==> config.mk <==
export PLATFORM = sky130hd
export DESIGN_NAME = eeprom_window_mapper
export DESIGN_NICKNAME = d
export VERILOG_FILES = /design/src/rtl/mapper_pkg.sv /design/src/rtl/win_cfg_regs.sv /design/src/rtl/bank_region_lut.sv /design/src/rtl/addr_xlate.sv /design/src/rtl/write_guard.sv /design/src/rtl/eeprom_window_mapper.sv
export SDC_FILE = /design/constraint.sdc
export NUM_CORES = 1
export LEC_CHECK = 0
export CELL_PAD_IN_SITES_DETAIL_PLACEMENT = 0
export CELL_PAD_IN_SITES_GLOBAL_PLACEMENT = 1
export CORE_MARGIN = 3
export CORE_UTILIZATION = 25
export DETAILED_ROUTE_END_ITERATION = 10
export PLACE_DENSITY = 0.83
export REMOVE_ABC_BUFFERS = 1
export SLEW_MARGIN = 20
export SYNTH_ARGS = -nofsm -noshare
export SYNTH_HDL_FRONTEND = slang
export SYNTH_SLANG_ARGS = --single-unit
==> constraint.sdc <==
create_clock -name clk -period 3.25 [get_ports clk]
set_clock_uncertainty 0.15 [all_clocks]
set_input_delay 0.65 -clock clk [delete_from_list [all_inputs] [get_ports clk]]
set_output_delay 0.65 -clock clk [all_outputs]
set_load 0.01 [all_outputs]
==> src/rtl/mapper_pkg.sv <==
// Package: shared encodings and the bank-partition rule for the window mapper.
// Assumes the configuration region is a fixed number of leading banks.
package mapper_pkg;

    typedef enum logic [1:0] {
        TS_NONE = 2'd0,
        TS_INT  = 2'd1,
        TS_EEP  = 2'd2
    } tsel_t;

    typedef enum logic [2:0] {
        RG_INT  = 3'd0,
        RG_CONF = 3'd1,
        RG_EDS  = 3'd2,
        RG_USER = 3'd3,
        RG_OOR  = 3'd4
    } region_t;

    // Number of data-sheet banks for a size code.
    function automatic int ds_banks(input int code);
        case (code)
            0:       return 1;
            3:       return 6;
            default: return 2;
        endcase
    endfunction

    // Total banks of the EEPROM for a size code (256 bytes doubling).
    function automatic int total_banks(input int code);
        return 4 << code;
    endfunction

    // Region that a bank falls into for a given size code.
    function automatic region_t bank_region(input int bank, input int code,
                                            input int conf_banks);
        if (bank < conf_banks)                        return RG_CONF;
        else if (bank < conf_banks + ds_banks(code))  return RG_EDS;
        else if (bank < total_banks(code))            return RG_USER;
        else                                          return RG_OOR;
    endfunction

endpackage

==> src/rtl/win_cfg_regs.sv <==
// Module: holds the bank select and the size code.
// Assumes wr_grant already accounts for protection and range; the size
// field is writable only while bank 0 maps the window to internal registers.
module win_cfg_regs #(
    parameter int ADDR_W        = 7,
    parameter int DATA_W        = 8,
    parameter int BANK_W        = 5,
    parameter int SIZE_W        = 2,
    parameter logic [ADDR_W-1:0] BANK_REG_ADDR = 7'h40,
    parameter logic [ADDR_W-1:0] SIZE_REG_ADDR = 7'h26
) (
    input  logic              clk,
    input  logic              rst_n,
    input  logic [ADDR_W-1:0] bus_addr,
    input  logic [DATA_W-1:0] wr_data,
    input  logic              wr_grant,
    output logic [BANK_W-1:0] bank_q,
    output logic [SIZE_W-1:0] size_q
);
    localparam int SIZE_LSB = DATA_W - SIZE_W;

    logic bank_we;
    logic size_we;
    logic unused_data;

    // Decode which field a granted write lands on.
    always_comb begin
        bank_we = wr_grant && (bus_addr == BANK_REG_ADDR);
        size_we = wr_grant && (bus_addr == SIZE_REG_ADDR) && (bank_q == '0);
    end

    assign unused_data = ^wr_data;

    // Bank select register, bank 0 after reset.
    always_ff @(posedge clk) begin
        if (!rst_n)       bank_q <= '0;
        else if (bank_we) bank_q <= wr_data[BANK_W-1:0];
    end

    // Size code register, smallest size after reset.
    always_ff @(posedge clk) begin
        if (!rst_n)       size_q <= '0;
        else if (size_we) size_q <= wr_data[DATA_W-1:SIZE_LSB];
    end

endmodule

==> src/rtl/bank_region_lut.sv <==
// Module: per-bank region table for the current size code, then a bank pick.
// Assumes BANK_W is small enough for one comparator chain per bank.
module bank_region_lut
    import mapper_pkg::*;
#(
    parameter int BANK_W     = 5,
    parameter int SIZE_W     = 2,
    parameter int CONF_BANKS = 2
) (
    input  logic [SIZE_W-1:0] size_q,
    input  logic [BANK_W-1:0] bank,
    output region_t           bank_rg
);
    localparam int NBANKS = 1 << BANK_W;

    region_t rg_vec [NBANKS];

    // One region decode per possible bank.
    for (genvar b = 0; b < NBANKS; b++) begin : g_bank
        assign rg_vec[b] = bank_region(b, int'(size_q), CONF_BANKS);
    end

    // Select the entry of the bank in use.
    assign bank_rg = rg_vec[bank];

endmodule

==> src/rtl/addr_xlate.sv <==
// Module: target select, target address, region tag and read-data routing.
// Assumes the top address bit splits the fixed upper half from the window.
module addr_xlate
    import mapper_pkg::*;
#(
    parameter int ADDR_W = 7,
    parameter int DATA_W = 8,
    parameter int BANK_W = 5,
    parameter int SIZE_W = 2,
    parameter int WIN_W  = 6,
    parameter logic [ADDR_W-1:0] BANK_REG_ADDR = 7'h40,
    parameter logic [ADDR_W-1:0] SIZE_REG_ADDR = 7'h26
) (
    input  logic [ADDR_W-1:0]       bus_addr,
    input  logic                    rd_en,
    input  logic                    wr_en,
    input  logic [BANK_W-1:0]       bank_q,
    input  logic [SIZE_W-1:0]       size_q,
    input  region_t                 bank_rg,
    input  logic [DATA_W-1:0]       int_rd_data,
    input  logic [DATA_W-1:0]       eep_rd_data,
    output logic [BANK_W+WIN_W-1:0] tgt_addr,
    output tsel_t                   tgt_sel,
    output region_t                 region,
    output logic [DATA_W-1:0]       rd_data
);
    localparam int EEP_W    = BANK_W + WIN_W;
    localparam int SIZE_LSB = DATA_W - SIZE_W;

    logic upper;
    logic to_int;

    // Classify the access: fixed half or window, internal or EEPROM.
    always_comb begin
        upper  = bus_addr[ADDR_W-1];
        to_int = upper || (bank_q == '0);
        region = upper ? RG_INT : bank_rg;
    end

    // Target address and target select.
    always_comb begin
        if (to_int) tgt_addr = {{(EEP_W-ADDR_W){1'b0}}, bus_addr};
        else        tgt_addr = {bank_q, bus_addr[WIN_W-1:0]};
        if (!(rd_en || wr_en) || (region == RG_OOR)) tgt_sel = TS_NONE;
        else if (to_int)                             tgt_sel = TS_INT;
        else                                         tgt_sel = TS_EEP;
    end

    // Read data routing with the locally held fields merged in.
    always_comb begin
        if (region == RG_OOR)
            rd_data = '1;
        else if (to_int && (bus_addr == BANK_REG_ADDR))
            rd_data = {{(DATA_W-BANK_W){1'b0}}, bank_q};
        else if (to_int && (bus_addr == SIZE_REG_ADDR))
            rd_data = {size_q, int_rd_data[SIZE_LSB-1:0]};
        else if (to_int)
            rd_data = int_rd_data;
        else
            rd_data = eep_rd_data;
    end

endmodule

==> src/rtl/write_guard.sv <==
// Module: per-region write permission and the registered refusal flag.
// Assumes the region tag is valid in the same cycle as wr_en.
module write_guard
    import mapper_pkg::*;
(
    input  logic    clk,
    input  logic    rst_n,
    input  logic    wr_en,
    input  region_t region,
    input  logic    prot_conf,
    input  logic    prot_eds,
    output logic    wr_grant,
    output logic    wr_err
);
    logic refused;

    // Decide protection refusal and grant.
    always_comb begin
        refused  = wr_en && (((region == RG_CONF) && prot_conf) ||
                             ((region == RG_EDS)  && prot_eds));
        wr_grant = wr_en && !refused && (region != RG_OOR);
    end

    // One-cycle error pulse after each refused write.
    always_ff @(posedge clk) begin
        if (!rst_n) wr_err <= 1'b0;
        else        wr_err <= refused;
    end

endmodule

==> src/rtl/eeprom_window_mapper.sv <==
// Module: top of the banked window mapper. Ties the configuration fields,
// region table, address translation and write guard together.
// Assumes a single-cycle host access with all outputs valid in that cycle.
module eeprom_window_mapper
    import mapper_pkg::*;
#(
    parameter int ADDR_W     = 7,
    parameter int DATA_W     = 8,
    parameter int BANK_W     = 5,
    parameter int SIZE_W     = 2,
    parameter int WIN_W      = 6,
    parameter int CONF_BANKS = 2,
    parameter logic [ADDR_W-1:0] BANK_REG_ADDR = 7'h40,
    parameter logic [ADDR_W-1:0] SIZE_REG_ADDR = 7'h26
) (
    input  logic                    clk,
    input  logic                    rst_n,
    input  logic [ADDR_W-1:0]       bus_addr,
    input  logic                    rd_en,
    input  logic                    wr_en,
    input  logic [DATA_W-1:0]       wr_data,
    input  logic                    prot_conf,
    input  logic                    prot_eds,
    input  logic [DATA_W-1:0]       int_rd_data,
    input  logic [DATA_W-1:0]       eep_rd_data,
    output logic [BANK_W+WIN_W-1:0] tgt_addr,
    output logic [1:0]              tgt_sel,
    output logic [2:0]              region,
    output logic                    wr_grant,
    output logic                    wr_err,
    output logic [DATA_W-1:0]       rd_data
);
    logic [BANK_W-1:0] bank_q;
    logic [SIZE_W-1:0] size_q;
    region_t           bank_rg;
    region_t           region_e;
    tsel_t             tgt_sel_e;

    win_cfg_regs #(
        .ADDR_W(ADDR_W), .DATA_W(DATA_W), .BANK_W(BANK_W), .SIZE_W(SIZE_W),
        .BANK_REG_ADDR(BANK_REG_ADDR), .SIZE_REG_ADDR(SIZE_REG_ADDR)
    ) u_cfg (
        .clk(clk), .rst_n(rst_n), .bus_addr(bus_addr), .wr_data(wr_data),
        .wr_grant(wr_grant), .bank_q(bank_q), .size_q(size_q)
    );

    bank_region_lut #(
        .BANK_W(BANK_W), .SIZE_W(SIZE_W), .CONF_BANKS(CONF_BANKS)
    ) u_lut (
        .size_q(size_q), .bank(bank_q), .bank_rg(bank_rg)
    );

    addr_xlate #(
        .ADDR_W(ADDR_W), .DATA_W(DATA_W), .BANK_W(BANK_W), .SIZE_W(SIZE_W),
        .WIN_W(WIN_W), .BANK_REG_ADDR(BANK_REG_ADDR), .SIZE_REG_ADDR(SIZE_REG_ADDR)
    ) u_xlate (
        .bus_addr(bus_addr), .rd_en(rd_en), .wr_en(wr_en), .bank_q(bank_q),
        .size_q(size_q), .bank_rg(bank_rg), .int_rd_data(int_rd_data),
        .eep_rd_data(eep_rd_data), .tgt_addr(tgt_addr), .tgt_sel(tgt_sel_e),
        .region(region_e), .rd_data(rd_data)
    );

    write_guard u_guard (
        .clk(clk), .rst_n(rst_n), .wr_en(wr_en), .region(region_e),
        .prot_conf(prot_conf), .prot_eds(prot_eds),
        .wr_grant(wr_grant), .wr_err(wr_err)
    );

    // Present the enum-typed results on plain ports.
    assign tgt_sel = tgt_sel_e;
    assign region  = region_e;

endmodule

==> flow_metrics.tcl, run 1 <==
set metrics [dict create \
    status "finished, violations left" \
    violations "negative setup slack" \
    peakVddDrop_v 0.000164 \
    clock_latency_ps 230 \
    grt_pass1_wl_um 6290 \
    first_global_vias 1350 \
    antenna_found_initial 0 \
    powerDensity_nw_per_um2 158 \
    cts_max_path_buffers 2 \
    vias 1313 \
    worst_slack_ps -3.93 \
    crit_path_start_kind "flip-flop" \
    place_area_um2 1880 \
    rsz0062_at_grt "true" \
    tightest_slew_ps 375 \
    dpl.cell_count 260 \
    io_pins 63 \
    ff_latch_area_um2 168 \
    die_w_um 70.1 \
    via_per_inst 4.76 \
    layout_common_cells "clkdlybuf4s50_1, buf_4, nand2_1, mux2i_1, buf_2" \
    syn_avg_cell_area_um2 8.04 \
    cts_hold_repair.buffers 0 \
    diodes 0 \
    fin_crit_sh 1.00 \
    fmax_mhz 307 \
    syn_area_um2 1030 \
    rows 22 \
    fin_crit_ps 3250 \
    cp_max_fo 4 \
    drt_iter0_drc 18 \
    cts-root-buf "clkbuf_8" \
    hpwl_um 3030 \
    crit_type "reg2out" \
    holdCritPathClass "reg2reg" \
    grt_max_degree 11 \
    cp.required_ps 2450 \
    multi_input_area_um2 848 \
    area_delta_synth_final_pct 102 \
    final_nets 274 \
    initial_core_util 0.271 \
    clkTransAtPathRegs_ps 40 \
    gp_congestion 0.872 \
    netlist_instances 128 \
    worstPathArrival_ps 2450 \
    endpoint_kind "output pin" \
    drt-pass1-iter-count 4 \
    power.leakage_uw 0.000976 \
    ys_warn_count 0 \
    min_from "u_cfg.bank_q[2]" \
    grt_use_total 0.155 \
    cap_violations 0 \
    wirelength_um 3880 \
    worstReg2RegStart "u_cfg.size_q[0]" \
    fin_cells 276 \
    drv_slew 0 \
    finalHoldViolCount 0 \
    drc 0 \
    yosys.area.top_type "dfxtp_1" \
    cts-htree-levels 1 \
    final_common_cell "clkdlybuf4s50_1" \
    yosysSeqAreaShare 0.156 \
    nFillCells 340 \
    gr-total-overflow 0 \
    final_area_um2 2070 \
    finalPower_uw 328 \
    yosysUniqueCellTypes 41 \
    core-area_um2 3800 \
    dieHeight_um 70.1 \
    wire_per_inst_um 14.1 \
    cts_buffers 3 \
    cts.sinks 8 \
    synth_top_area_share 0.156 \
    slew_headroom 0.750 \
    antenna_left 0 \
    synth.area.top_cells "dfxtp_1, mux2i_1, ha_1" \
    io_buffers 61 \
    synth-seq-cells 8 \
    finalSetupViolCount 2 \
    dieArea_um2 4920 \
    cts_tree "done" \
    drive_gt1_frac 0.412 \
    crit_start "u_cfg.size_q[0]" \
]
-- cell families (layout without fill, tap and decap cells) --
family                   Yosys count  after routing  share of synthesized area
multiplexers                      20             20                      0.202
adder cells (fa/ha/maj)            7              7                     0.0852
AND/OR/NAND/NOR                   56             56                      0.316
AO/OA/AOI/OAI                     20             20                      0.145
flip-flops                         8              8                      0.156
buffers and inverters             17            117                     0.0961
-- synthesized netlist by cell type --
cell,number
nand3b_1,1
o2111a_1,1
a21oi_1,4
nand2b_1,1
nand3_1,4
or4_4,1
o21ai_2,1
nor2b_1,10
a41oi_1,1
buf_6,1
a41o_1,1
clkbuf_2,1
mux2_2,6
a21o_1,2
and3_1,1
or2_1,1
clkbuf_1,1
nor3_1,3
a221oi_1,1
nor4_1,2
buf_1,1
o21ai_0,2
o211ai_1,1
nor2_1,8
o21a_1,1
buf_4,7
a2bb2oi_1,1
mux2i_1,14
inv_1,6
dfxtp_1,8
nand4b_1,1
or2_2,2
ha_1,7
nand2_1,16
and4_1,1
a21oi_2,1
nor4_4,2
or3_1,1
a211oi_1,2
a311oi_1,1
and2b_2,1
-- flip-flops by register name, summed over array words and instances, names as in the netlist --
register and cells:
u_cfg.bank_q 5, u_cfg.size_q 2, u_guard.wr_err 1
-- layout make-up --
class                           count  area share
Timing Repair Buffer              108       0.448
Tap cell                           48      0.0290
Clock buffer                        3      0.0199
Multi-Input combinational cell    103       0.409
Inverter                            6      0.0133
Sequential cell                     8      0.0808
-- metal layers --
layer	track usage	up-vias	wire, um
met2	0.277	45	1870
met3	0.0245	5	219
met5	0	-	0
met4	0.0383	0	44
li1	-	649	-
met1	0.193	614	1750
-- per-stage QoR --
step,TNS (ps),hold slack (ps),utilization,setup slack [ps]
after CTS,-528,501,0.528,-99.7
after global placement,-2630,476,0.494,-269
after floorplan,0,345,-,176
after global routing,-669,534,0.546,-119
after detailed placement,-2860,498,0.494,-284
final,-5.73,485,0.546,-3.93
-- critical path, cell delays in order (launching register included) --
cell and delay (ps):
dfxtp_4 380, inv_4 60, ha_4 150, or2_1 230
or4_4 480, a21oi_2 140, o21ai_2 80, buf_4 140
nor3_4 140, buf_6 130, buf_6 90, a21o_1 80
buf_2 120
-- path summary, 6_finish.rpt --
path | slack (ps) | to | cells past startpoint
worst max-delay path | -4 | rd_data[7] | 12
worst min-delay path | 490 | u_cfg.bank_q[2] | 2
worst max register to register | 890 | u_guard.wr_err | 12
worst min register to register | 490 | u_cfg.bank_q[2] | 2
-- power breakdown --
group | leakage [uW] | switching, uW | total [uW] | internal (uW)
logic | 0.000889 | 38.0 | 113 | 75.0
clock network | 0.0000216 | 36.8 | 117 | 80.0
registers | 0.0000661 | 0.460 | 98.0 | 97.5
total | 0.000976 | 75.2 | 328 | 253
-- what timing repair did --
action / CTS / global route
gates resized for setup: 74 / 5
cloned: 0 / 0
pin swaps: 13 / 13
endpoints found under the setup margin: 14 / 14
buffers inserted: 7 / 6
Note: power is estimated with default switching activity, not from simulation.
==> run 2, diff against run 1 <==
Clock period 3.25 ns to 3.3 ns, I/O delays scaled along.
==> flow_metrics.tcl, run 2 (synthesized netlist as in run 1, its figures left out) <==
set metrics [dict create \
    status "completed" \
    worstPathArrival_ps 2490 \
    core-area_um2 3800 \
    holdCritPathClass "reg2reg" \
    die_w_um 70.1 \
    top_regs "u_cfg.bank_q: 5 flops, u_cfg.size_q: 2 flops, u_guard.wr_err: 1 flops" \
    grt_max_degree 11 \
    fmax_mhz 303 \
    io_buffers 61 \
    wire_per_inst_um 14.1 \
    clkTransAtPathRegs_ps 40 \
    drv_slew 0 \
    final_util 0.560 \
    cp_max_fo 5 \
    regMostFlops "u_cfg.bank_q" \
    clock_latency_ps 230 \
    wirelength_um 3910 \
    endpoint_kind "output pin" \
    grt_pass1_wl_um 6220 \
    first_global_vias 1346 \
    crit_slowest_cell "dfxtp_4" \
    cts_tree "done" \
    initial_core_util 0.271 \
    cp_top_family "compound AO/OA/AOI/OAI gates" \
    cts-htree-levels 1 \
    use_met1 0.192 \
    hold-path-endpoint "u_cfg.bank_q[2]" \
    finalSetupViolCount 0 \
    antenna_found_initial 0 \
    antenna_left 0 \
    vias 1329 \
    cap_violations 0 \
    slowest_delay_ps 390 \
    cts-root-buf "clkbuf_8" \
    worstReg2RegStart "u_cfg.size_q[1]" \
    rsz0062_at_grt "true" \
    gr-total-overflow 0 \
    drt-pass1-iter-count 4 \
    met3_usage 0.0230 \
    rows 22 \
    critical_path_depth 11 \
    area_delta_synth_final_pct 107 \
    diodes 0 \
    fin_crit_sh 1.00 \
    io_pins 63 \
    finalPower_uw 331 \
    dieHeight_um 70.1 \
    crit_type "reg2out" \
    crit_path_start_kind "flip-flop" \
    busiest_layer "met2" \
    dieArea_um2 4920 \
    drive_gt1_frac 0.410 \
    largest_reg_flops 5 \
    cts_hold_repair.buffers 0 \
    layout_common_cells "clkdlybuf4s50_1, buf_4, nand2_1, mux2i_1, nor2b_1" \
    drc 0 \
    drt_iter0_drc 24 \
    rrSetupSlack_ps 110 \
    crit_chain "inv_4, ha_4, a41o_1, a311oi_2, a211oi_4, nor4_4, buf_4, buf_6, o211ai_1, o2111a_1, buf_2" \
    peakVddDrop_v 0.000225 \
    cts.sinks 8 \
    r2r_cells 18 \
    cp.required_ps 2490 \
    min_from "u_cfg.bank_q[2]" \
    r2r-end "u_guard.wr_err" \
    tightest_slew_ps 372 \
    hpwl_um 3040 \
    whs_path_depth 2 \
    grt_use_total 0.155 \
    via_per_inst 4.80 \
    crit_start "u_cfg.size_q[1]" \
    final_nets 275 \
    nFillCells 336 \
    fin_crit_ps 3300 \
    cts_max_path_buffers 2 \
    gp_congestion 0.888 \
    cp.buffers_inverters 4 \
    slew_headroom 0.752 \
    finalHoldViolCount 0 \
    cts_buffers 3 \
    powerDensity_nw_per_um2 155 \
    use_met2 0.269 \
    power.leakage_uw 0.000991 \
    final_common_cell "clkdlybuf4s50_1" \
]
-- run 2: cell types whose count changed in the layout (fill, tap and decap cells not counted), moves of 2 or more --
cell   previous run  this run
ha_2              3         1
buf_6             5         7
buf_2            11         9
ha_4              2         4
-- run 2: per-stage QoR --
step / hold slack, ps / setup WS (ps) / area [um^2] / cells / setup TNS, ps
4_1_cts: 499 / -79.0 / 2040 / 275 / -102
2_1_floorplan: 345 / 216 / 952 / 117 / 0
6_report: 487 / 1.06 / 2130 / 277 / 0
3_3_place_gp: 482 / -227 / 1880 / 260 / -2200
5_1_grt: 522 / -91.1 / 2130 / 277 / -594
3_5_place_dp: 493 / -276 / 1880 / 260 / -2590
-- run 2: worst reg2reg max path, delay by kind of cell (launching register included) --
| kind | cells | cell delay [ps] |
|---|---|---|
| adder cells (fa/ha/maj) | 1 | 230 |
| AND/OR/NAND/NOR | 1 | 170 |
| flip-flops | 1 | 390 |
| AO/OA/AOI/OAI | 5 | 870 |
| buffers and inverters | 11 | 1310 |
-- run 2: layout make-up --
class | count | area [um^2] | area share
inverters | 6 | 27.5 | 0.0129
well taps | 48 | 60.1 | 0.0282
flip-flops and latches | 8 | 168 | 0.0788
clock buffers | 3 | 41.3 | 0.0194
repair buffers | 109 | 951 | 0.447
multi-input cells | 103 | 880 | 0.414
-- run 2: timing repair --
| action | CTS | global route |
|---|---|---|
| pin swaps | 5 | 12 |
| buffers inserted | 12 | 3 |
| gates resized for setup | 66 | 15 |
| endpoints found under the setup margin | 14 | 13 |
-- run 2: how the worst max path moves through the flow --
| stage | endpoint | slack [ps] |
|---|---|---|
| 2_1_floorplan | tgt_sel[1] | 220 |
| 3_3_place_gp | rd_data[5] | -230 |
| 3_5_place_dp | rd_data[5] | -280 |
| 4_1_cts | rd_data[5] | -80 |
| 5_1_grt | rd_data[1] | -90 |
| 6_report | wr_grant | 1 |
-- run 2: per-layer routing --
layer | routed length [um] | share of wire
met5 | 0 | 0
met1 | 1680 | 0.43
met3 | 265 | 0.068
met2 | 1890 | 0.48
met4 | 76 | 0.019
-- run 2: power breakdown --
group	total [uW]	internal, uW	switching [uW]
logic	119	79.6	39.7
clock network	115	78.8	36.1
registers	96.5	96.1	0.411
